$ cat src/rtl/pal_mc_pkg.sv
package pal_mc_pkg;
  typedef enum logic [2:0] {
    MD_REG  = 3'd0,
    MD_IOR  = 3'd1,
    MD_COMB = 3'd2,
    MD_DIN  = 3'd3,
    MD_ION  = 3'd4,
    MD_BAD  = 3'd5
  } mc_mode_t;
endpackage

$ cat src/rtl/pal_mc_decode.sv
module pal_mc_decode
  import pal_mc_pkg::*;
(
  input  logic     glb_comb,
  input  logic     glb_fam,
  input  logic     cell_sel,
  output mc_mode_t mode,
  output logic     bad
);
  always_comb begin
    case ({glb_comb, glb_fam, cell_sel})
      3'b010:  mode = MD_REG;
      3'b011:  mode = MD_IOR;
      3'b100:  mode = MD_COMB;
      3'b101:  mode = MD_DIN;
      3'b111:  mode = MD_ION;
      default: mode = MD_BAD;
    endcase
    bad = (mode == MD_BAD);
  end
endmodule

$ cat src/rtl/pal_mc_sum.sv
module pal_mc_sum #(
  parameter int N_PT = 8
) (
  input  logic [N_PT-1:0] pt,
  input  logic            inv,
  output logic            sum_all,
  output logic            val_all,
  output logic            val_lo
);
  localparam int LAST = N_PT - 1;

  logic sum_lo;

  always_comb begin
    sum_lo = 1'b0;
    for (int k = 0; k < LAST; k++) sum_lo = sum_lo | pt[k];
    sum_all = sum_lo | pt[LAST];
    val_all = sum_all ^ inv;
    val_lo  = sum_lo ^ inv;
  end
endmodule

$ cat src/rtl/pal_mc_fbsel.sv
module pal_mc_fbsel #(
  parameter bit IS_END = 1'b0
) (
  input  logic clk,
  input  logic rst,
  input  logic glb_comb,
  input  logic glb_fam,
  input  logic cell_sel,
  input  logic bad,
  input  logic q,
  input  logic pin_in,
  input  logic adj_pin_in,
  output logic fb
);
  logic key;

  assign key = IS_END ? ~glb_comb : glb_fam;

  generate
    if (IS_END) begin : g_end
      always_comb begin
        case ({key, cell_sel})
          2'b10:   fb = q;
          2'b11:   fb = pin_in;
          2'b01:   fb = adj_pin_in;
          default: fb = 1'b0;
        endcase
        if (bad) fb = 1'b0;
      end
      AST_END_NO_FB: assert property (@(posedge clk) disable iff (rst)
        ({glb_comb, glb_fam, cell_sel} == 3'b100) |-> !fb);
    end else begin : g_mid
      always_comb begin
        case ({key, cell_sel})
          2'b10:   fb = q;
          2'b01:   fb = adj_pin_in;
          default: fb = pin_in;
        endcase
        if (bad) fb = 1'b0;
      end
    end
  endgenerate

  AST_BAD_NO_FB: assert property (@(posedge clk) disable iff (rst)
    bad |-> !fb);
endmodule

$ cat src/rtl/pal_macrocell.sv
module pal_macrocell
  import pal_mc_pkg::*;
#(
  parameter int N_PT   = 8,
  parameter bit IS_END = 1'b0
) (
  input  logic            clk,
  input  logic            rst,
  input  logic [N_PT-1:0] pt,
  input  logic            glb_oe,
  input  logic            pin_in,
  input  logic            adj_pin_in,
  input  logic            cfg_glb_comb,
  input  logic            cfg_glb_fam,
  input  logic            cfg_cell_sel,
  input  logic            cfg_cell_inv,
  output logic            pin_out,
  output logic            pin_oe,
  output logic            fb_out,
  output logic            cfg_err
);
  localparam int OE_TERM = N_PT - 1;

  mc_mode_t mode;
  logic     bad;
  logic     sum_all, val_all, val_lo;
  logic     q;

  pal_mc_decode u_dec (
    .glb_comb (cfg_glb_comb),
    .glb_fam  (cfg_glb_fam),
    .cell_sel (cfg_cell_sel),
    .mode     (mode),
    .bad      (bad)
  );

  pal_mc_sum #(.N_PT(N_PT)) u_sum (
    .pt      (pt),
    .inv     (cfg_cell_inv),
    .sum_all (sum_all),
    .val_all (val_all),
    .val_lo  (val_lo)
  );

  always_ff @(posedge clk) begin
    if (rst) q <= 1'b0;
    else     q <= val_all;
  end

  pal_mc_fbsel #(.IS_END(IS_END)) u_fb (
    .clk        (clk),
    .rst        (rst),
    .glb_comb   (cfg_glb_comb),
    .glb_fam    (cfg_glb_fam),
    .cell_sel   (cfg_cell_sel),
    .bad        (bad),
    .q          (q),
    .pin_in     (pin_in),
    .adj_pin_in (adj_pin_in),
    .fb         (fb_out)
  );

  always_comb begin
    case (mode)
      MD_REG:         begin pin_out = q;       pin_oe = glb_oe;      end
      MD_IOR, MD_ION: begin pin_out = val_lo;  pin_oe = pt[OE_TERM]; end
      MD_COMB:        begin pin_out = val_all; pin_oe = 1'b1;        end
      default:        begin pin_out = 1'b0;    pin_oe = 1'b0;        end
    endcase
  end

  assign cfg_err = bad;

  AST_BAD_OE_OFF: assert property (@(posedge clk) disable iff (rst)
    cfg_err |-> !pin_oe && !pin_out);
  AST_DIN_OE_OFF: assert property (@(posedge clk) disable iff (rst)
    ({cfg_glb_comb, cfg_glb_fam, cfg_cell_sel} == 3'b101) |-> !pin_oe);
  AST_IO_OE_TERM: assert property (@(posedge clk) disable iff (rst)
    (cfg_glb_fam && cfg_cell_sel) |-> pin_oe == pt[OE_TERM]);
  AST_REG_FB_EQ: assert property (@(posedge clk) disable iff (rst)
    ({cfg_glb_comb, cfg_glb_fam, cfg_cell_sel} == 3'b010) |-> fb_out == pin_out);
  AST_REG_CAPTURE: assert property (@(posedge clk) disable iff (rst)
    (({cfg_glb_comb, cfg_glb_fam, cfg_cell_sel} == 3'b010) && $past(!rst)
     && $past({cfg_glb_comb, cfg_glb_fam, cfg_cell_sel} == 3'b010))
    |-> pin_out == $past(sum_all ^ cfg_cell_inv));
endmodule

$ cat config.mk
export PLATFORM = sky130hd
export DESIGN_NAME = pal_macrocell
export DESIGN_NICKNAME = d
export VERILOG_FILES = /design/src/rtl/pal_mc_pkg.sv /design/src/rtl/pal_mc_decode.sv /design/src/rtl/pal_mc_sum.sv /design/src/rtl/pal_mc_fbsel.sv /design/src/rtl/pal_macrocell.sv
export SDC_FILE = /design/constraint.sdc
export NUM_CORES = 1
export LEC_CHECK = 0
export CAP_MARGIN = 10
export CORE_AREA = 2 2 39 41
export CTS_CLUSTER_DIAMETER = 30
export DETAILED_ROUTE_END_ITERATION = 10
export DIE_AREA = 0 0 41 43
export PLACE_DENSITY = 0.55
export SKIP_LAST_GASP = 1
export SYNTH_ARGS = -nofsm -noshare
export SYNTH_HDL_FRONTEND = slang
export SYNTH_SLANG_ARGS = --single-unit
$ cat constraint.sdc
create_clock -name clk -period 5.9 [get_ports clk]
set_clock_uncertainty 0.2 [all_clocks]
set_input_delay 1.475 -clock clk [delete_from_list [all_inputs] [get_ports clk]]
set_output_delay 1.475 -clock clk [all_outputs]
set_load 0.01 [all_outputs]
Yosys cells after proc, flatten, opt, wreduce, memory -nomap -nowiden. Cells that the tools add are included.

Flip-flop bits (word level): 1. Input port bits: 17. Output and inout port bits: 4.

Equal/unequal tests: 11. Muxes and demuxes: 5. Bitwise logic cells: 9. Reductions and logical operators: 2.

Operators with widths (number): equality test 3 bit (second input constant) (5); case mux 3 bit (5 select lines) (1); equality test 3 x 2 -> 1 bit (second input constant) (3); OR 1 bit (7); case mux 1 bit (3 select lines) (2); equality test 3 x 1 -> 1 bit (second input constant) (1); logical NOT 3 bit (1); equality test 2 x 1 -> 1 bit (second input constant) (1); equality test 2 bit (second input constant) (1); case mux 1 bit (2 select lines) (1); OR reduction 2 bit (1); XOR 1 bit (2); two-way mux 1 bit (1).

Logic depth before layout (Yosys ltp). Gate-level depths: netlist of the first run.

Depth in word-level cells: 9. Gate-level depth with buffers: 6. Depth with buffers taken out: 6.

Hierarchy. From an unflattened synthesis of the first run, not the netlist that was laid out.

Cells, all modules: 31. Area, all modules: 276.5 µm².

By module, submodules not included: pal_macrocell (instances 1, cells each 11, area each 96.3 µm²); pal_mc_sum (instances 1, cells each 6, area each 70.1 µm²); pal_mc_fbsel (instances 1, cells each 7, area each 58.8 µm²); pal_mc_decode (instances 1, cells each 7, area each 51.3 µm²).

Least setup slack after synthesis of the first run. Ideal clock, no wire load.

Kind: input -> output. Start: input pt[1]. End: output pin_out. Arrival: 2.731 ns. Data required time: 4.225 ns. Path slack: 1.494 ns. Stages: 4. Buffers on the path: 0. Path through: or4_4 -> or2_0 -> and2_0 -> o32ai_1.

Cells in the longest elaborated chain, start to end: 9. Elaborated cells between the ends (all ways): 10. Classes of those cells: 1 x mux; 9 x bitwise.

RTL lines: from (decl) (line pal_macrocell.sv:9) `input logic [N_PT-1:0] pt,`; OR 1 bit * (6 in a row) (line pal_mc_sum.sv:16) `for (int k = 0; k < LAST; k++) sum_lo = sum_lo | pt[k];`; OR 1 bit (line pal_mc_sum.sv:17) `sum_all = sum_lo | pt[LAST];`; XOR 1 bit (line pal_mc_sum.sv:18) `val_all = sum_all ^ inv;`; case mux 1 bit (3 select lines) * (line pal_macrocell.sv:64) `case (mode)`; to (decl) (line pal_macrocell.sv:17) `output logic pin_out,`.

Mark *: on every way between the ends. The rest lies on a longest branch, timed or not.

Worst setup path after layout of the first run.
Start: input cfg_glb_fam. End: output pin_out.

Cells in the longest elaborated chain, start to end: 5. Elaborated cells between the ends (all ways): 12. Classes of those cells: 8 x eq/ne; 2 x mux; 2 x reduce/logical.

RTL lines: from (decl) (line pal_macrocell.sv:14) `input logic cfg_glb_fam,`; equality test 3 bit / equality test 3 x 2 -> 1 bit (equally long branches) (line pal_mc_decode.sv:11) `case ({glb_comb, glb_fam, cell_sel})`; case mux 3 bit (5 select lines) * (line pal_mc_decode.sv:11); equality test 3 x 1 -> 1 bit / equality test 3 bit (equally long branches) (line pal_macrocell.sv:64); OR reduction 2 bit (line pal_macrocell.sv:64); case mux 1 bit (3 select lines) * (line pal_macrocell.sv:64).

Marked as above.

==> flow_summary.json, run 1 <==
{
  "post_cts_buffers": 0,
  "clk_pin_slew_ns": 0,
  "ant_nets": 0,
  "power.leakage_uw": 0.000184,
  "synth_commonest_cells": "5 x ha_1, 5 x nand2_1, 4 x a21oi_1",
  "ir_drop_uv": 30.7,
  "syn_inst": 36,
  "start_util_pct": 18.4,
  "synth_top_area_share_pct": 24.6,
  "multiInputGateArea_um2": 226,
  "hold_viol_final": 0,
  "outcome": "finished clean",
  "rsz0062_at_grt": "false",
  "firstDrtPassIters": 4,
  "cp-start-kind": "primary input",
  "num-fill-cells": 154,
  "final_max_slew_viol_count": 0,
  "total_power_uw": 37.3,
  "synth_edf_count": 0,
  "top_layer": "met3",
  "cp_top_family": "buffers and inverters",
  "core_area_um2": 1380,
  "avgSynthCellArea_um2": 7.06,
  "wl_met2_um": 351,
  "synth_warnings": 0,
  "die_y_um": 43,
  "routed-via-count": 318,
  "async_flop_share_pct": 0,
  "final_util_pct": 34.3,
  "fp-row-count": 14,
  "hpwl_um": 628,
  "drv_cap": 0,
  "overflow": 0,
  "fin_crit_ns": 5.52,
  "met3WireLength_um": 19,
  "cpPeakStageDelay_ns": 0.61,
  "crit_path_cell_trace": "clkdlybuf4s50_1, inv_1, ha_1, nor4_1, a211oi_1, o32ai_1, clkdlybuf4s50_1",
  "drive_gt1_share_pct": 1.79,
  "port_buffers": 20,
  "grt_pass1_wl_mm": 1.13,
  "synth_cell_types": 20,
  "hold-path-cell-count": 2,
  "route.detailed.drc": 0,
  "setup_viol": 0,
  "fmax_mhz": 181,
  "critPathSlowestCell": "clkdlybuf4s50_1",
  "crit_fanout": 8,
  "grt_start_max_net_pins": 9,
  "min_period_over_period_pct": 93.5,
  "syn_to_final_growth_pct": 86.7,
  "cts_resized": 0,
  "synth_nets": 58,
  "critPathCaptureType": "primary output",
  "gr-usage-all-layers_pct": 8.41,
  "fin_tns_setup_ns": 0,
  "cpMostUsedCell": "clkdlybuf4s50_1",
  "grt_pass1_vias": 278,
  "cp.required_ns": 4.22,
  "wl_per_cell_um": 9.36,
  "synthFlopType": "dfxtp_1",
  "viasPerCell": 4.42,
  "drt_iter0_markers": 1,
  "ys_ff_latch": 1,
  "largest_register": "q",
  "ys_top_cells_by_area": "ha_1 25%, a21oi_1 7.9%, dfxtp_1 7.9%",
  "crit_arrival_ns": 3.84,
  "synth_area_leader_cell": "ha_1",
  "worst_slew_pin_slew_ns": 0.412,
  "fin_nets": 80,
  "cp.buffers_inverters": 3,
  "hold_buffers": 0,
  "num_antenna_cells": 0,
  "grt_antenna_before_repair": 0,
  "ios": 21,
  "p_per_area_nw_per_um2": 78.7,
  "m1WireLength_um": 303,
  "critPathKind": "primary input to primary output",
  "slew_headroom_pct": 72.3,
  "reg.largest.list": "q (1)",
  "register_area_um2": 20.0,
  "synth-seq-area-share_pct": 7.88,
  "gp_congestion": 0.722,
  "min_from": "rst",
  "drt_wl_total_um": 674,
  "largest_reg_flops": 1,
  "mappedNetlistArea_um2": 254,
  "die_w_um": 41,
  "timing.hold.worst_endpoint": "q$_SDFF_PP0_",
  "hp-class": "primary input to flop",
  "die_area_um2": 1760
}
==> cell families after synthesis <==
logic type	share of synthesized area [%]
simple gates	33.0
compound gates	28.1
fa+ha+maj	24.6
buf+inv	2.96
xor+xnor	3.45
flops	7.88
==> how the worst max path moves through the flow <==
stage               cells after the start  endpoint  slack, ns         from
floorplan                               4   pin_out       1.49        pt[1]
global placement                        7   pin_out       0.39  cfg_glb_fam
detailed placement                      7   pin_out       0.38  cfg_glb_fam
CTS                                     7   pin_out       0.38  cfg_glb_fam
global route                            7   pin_out       0.25  cfg_glb_fam
finish                                  7   pin_out       0.38  cfg_glb_fam
==> where the power goes <==
group / switching [uW] / internal, uW / leakage (uW) / total, uW
sequential: 0.192 / 7.29 / 0.00000834 / 7.48
combinational: 11.1 / 18.8 / 0.000175 / 29.9
clock: 0 / 0 / 0 / 0
==> cell usage in the layout, fill, tap and decap left out, drive strengths merged <==
| master | instances |
|---|---|
| clkdlybuf4s50 | 20 |
| nand2 | 5 |
| ha | 5 |
| a21oi | 4 |
| nor2 | 3 |
| inv | 2 |
| a211oi | 2 |
| o21ai | 2 |
| nor2b | 1 |
| nor4 | 1 |
| or4 | 1 |
| or3 | 1 |
| or2 | 1 |
| and2 | 1 |
| o32ai | 1 |
| nand2b | 1 |
| a32o | 1 |
| a22oi | 1 |
| nor3 | 1 |
| xor2 | 1 |
| dfxtp | 1 |
==> per-stage QoR <==
stage	hold WS [ns]	instance area (um^2)	setup WS, ns	instances
2_1_floorplan	1.35	254	1.49	36
3_3_place_gp	1.80	474	0.390	72
3_5_place_dp	1.82	474	0.379	72
4_1_cts	1.82	474	0.379	72
5_1_grt	1.84	474	0.249	72
6_report	1.82	474	0.382	72
==> cell type report <==
| type | instances | share of cell area, % |
|---|---|---|
| repair buffers | 20 | 42.2 |
| multi-input cells | 33 | 47.8 |
| inverters | 2 | 1.58 |
| well taps | 16 | 4.22 |
| flip-flops and latches | 1 | 4.22 |
==> per-layer routing <==
metal  track usage (%)  up-vias
li1                  -      173
met1              12.7      138
met2              13.8        7
met3                 0        0
met4                 0        0
met5                 0        -
(Power assumes the default switching activity.)
==> inputs of run 2 (changes only) <==
--- a/config.mk
+++ b/config.mk
@@ -6,11 +6,14 @@
 export NUM_CORES = 1
 export LEC_CHECK = 0
 export CAP_MARGIN = 10
+export CELL_PAD_IN_SITES_DETAIL_PLACEMENT = 0
+export CELL_PAD_IN_SITES_GLOBAL_PLACEMENT = 1
 export CORE_AREA = 2 2 39 41
 export CTS_CLUSTER_DIAMETER = 30
 export DETAILED_ROUTE_END_ITERATION = 10
 export DIE_AREA = 0 0 41 43
-export PLACE_DENSITY = 0.55
+export PLACE_DENSITY = 0.78
+export REMOVE_ABC_BUFFERS = 1
 export SKIP_LAST_GASP = 1
 export SYNTH_ARGS = -nofsm -noshare
 export SYNTH_HDL_FRONTEND = slang
==> flow_summary.json, run 2 (same netlist as run 1, synthesis figures left out) <==
{
  "largest_reg_flops": 1,
  "grt_pass1_wl_mm": 1.36,
  "instances_no_fill": 72,
  "overflow": 0,
  "final_common_cell": "clkdlybuf4s50_1",
  "slew_headroom_pct": 76.0,
  "syn_to_final_growth_pct": 86.7,
  "die_w_um": 41,
  "rsz0062_at_grt": "false",
  "post_cts_buffers": 0,
  "fin_nets": 80,
  "wl_per_cell_um": 9.99,
  "p_sw_share_pct": 30.6,
  "p_int_uw": 26.1,
  "ir_drop_uv": 39.8,
  "comb_power_share_pct": 80.1,
  "outcome": "finished clean",
  "reg.largest.list": "q (1)",
  "gp_congestion": 0.669,
  "crit_fanout": 8,
  "fin_tns_setup_ns": 0,
  "die_y_um": 43,
  "setup_viol": 0,
  "grt_pass1_vias": 321,
  "critPathKind": "primary input to primary output",
  "ios": 21,
  "fp-row-count": 14,
  "fin_crit_ns": 5.46,
  "drt_iter0_markers": 2,
  "min_from": "rst",
  "grt_antenna_before_repair": 0,
  "critPathCaptureType": "primary output",
  "gr-usage-all-layers_pct": 10.1,
  "hold-path-cell-count": 2,
  "crit_arrival_ns": 3.79,
  "hold_buffers": 0,
  "p_per_area_nw_per_um2": 79.2,
  "die_area_um2": 1760,
  "post-place-cells": 72,
  "dpl_worst_slack_ns": 0.395,
  "core_area_um2": 1380,
  "drt_wl_total_um": 719,
  "start_util_pct": 18.4,
  "cp.required_ns": 4.22,
  "hold_viol_final": 0,
  "final_max_slew_viol_count": 0,
  "hp-class": "primary input to flop",
  "viasPerCell": 4.51,
  "num_antenna_cells": 0,
  "fmax_mhz": 183,
  "total_power_uw": 37.6,
  "power.leakage_uw": 0.000184,
  "cts_resized": 0,
  "drive_gt1_share_pct": 1.79,
  "clk_pin_slew_ns": 0,
  "worst_slew_pin_slew_ns": 0.357,
  "ant_nets": 0,
  "firstDrtPassIters": 4,
  "fin_area_um2": 474,
  "grt_start_max_net_pins": 9,
  "layout_common_cells": "20 x clkdlybuf4s50_1, 5 x nand2_1, 5 x ha_1",
  "drv_cap": 0,
  "largest_register": "q",
  "port_buffers": 20,
  "min_period_over_period_pct": 92.6,
  "setup_ws_ns": 0.438,
  "timing.hold.worst_endpoint": "q$_SDFF_PP0_",
  "placed_area_um2": 474,
  "routed-via-count": 325,
  "clock_power_share_pct": 0,
  "cp-start-kind": "primary input",
  "hpwl_um": 650,
  "p_sw_uw": 11.5,
  "seqPwrFrac_pct": 19.9,
  "route.detailed.drc": 0
}
-- run 2: cell counts in the layout (fill, tap and decap cells not counted) --
Identical to the previous run, type by type.
-- run 2: area by class of cell --
| class | instances | area (um^2) |
|---|---|---|
| Inverter | 2 | 7.51 |
| Sequential cell | 1 | 20.0 |
| Fill cell | 160 | 910 |
| Multi-Input combinational cell | 33 | 226 |
| Timing Repair Buffer | 20 | 200 |
| Tap cell | 16 | 20.0 |
-- run 2: power groups by stage --
stage	clock [uW]	sequential, uW	combinational [uW]
floorplan	0	7.42	11.0
global placement	0	7.49	30.1
detailed placement	0	7.50	30.4
CTS	0	7.50	30.6
global route	0	7.56	33.6
finish	0	7.50	30.1
-- run 2: worst max path at each step --
stage	from	depth (start not counted)	endpoint
final	cfg_glb_fam	7	pin_out
after global routing	cfg_glb_fam	7	pin_out
after CTS	cfg_glb_fam	7	pin_out
after detailed placement	cfg_glb_fam	7	pin_out
after global placement	cfg_glb_fam	7	pin_out
after floorplan	pt[1]	4	pin_out
-- run 2: metal layers --
metal	track usage, %	wire (um)	vias up
met2	17.2	378	5
met4	0	0	0
met3	0.524	27	0
met5	0	0	-
li1	-	-	172
met1	14.3	313	148
-- run 2: critical path: stages --
cell,delay [ns]
clkdlybuf4s50_1,0.61
inv_1,0.10
ha_1,0.24
nor4_1,0.37
a211oi_1,0.13
o32ai_1,0.28
clkdlybuf4s50_1,0.58
-- run 2: stage by stage --
step	hold WS [ns]	utilization [%]
finish	1.81	34.3
global route	1.85	34.3
CTS	1.81	34.3
detailed placement	1.81	34.3
global placement	1.79	34.3
floorplan	1.35	-
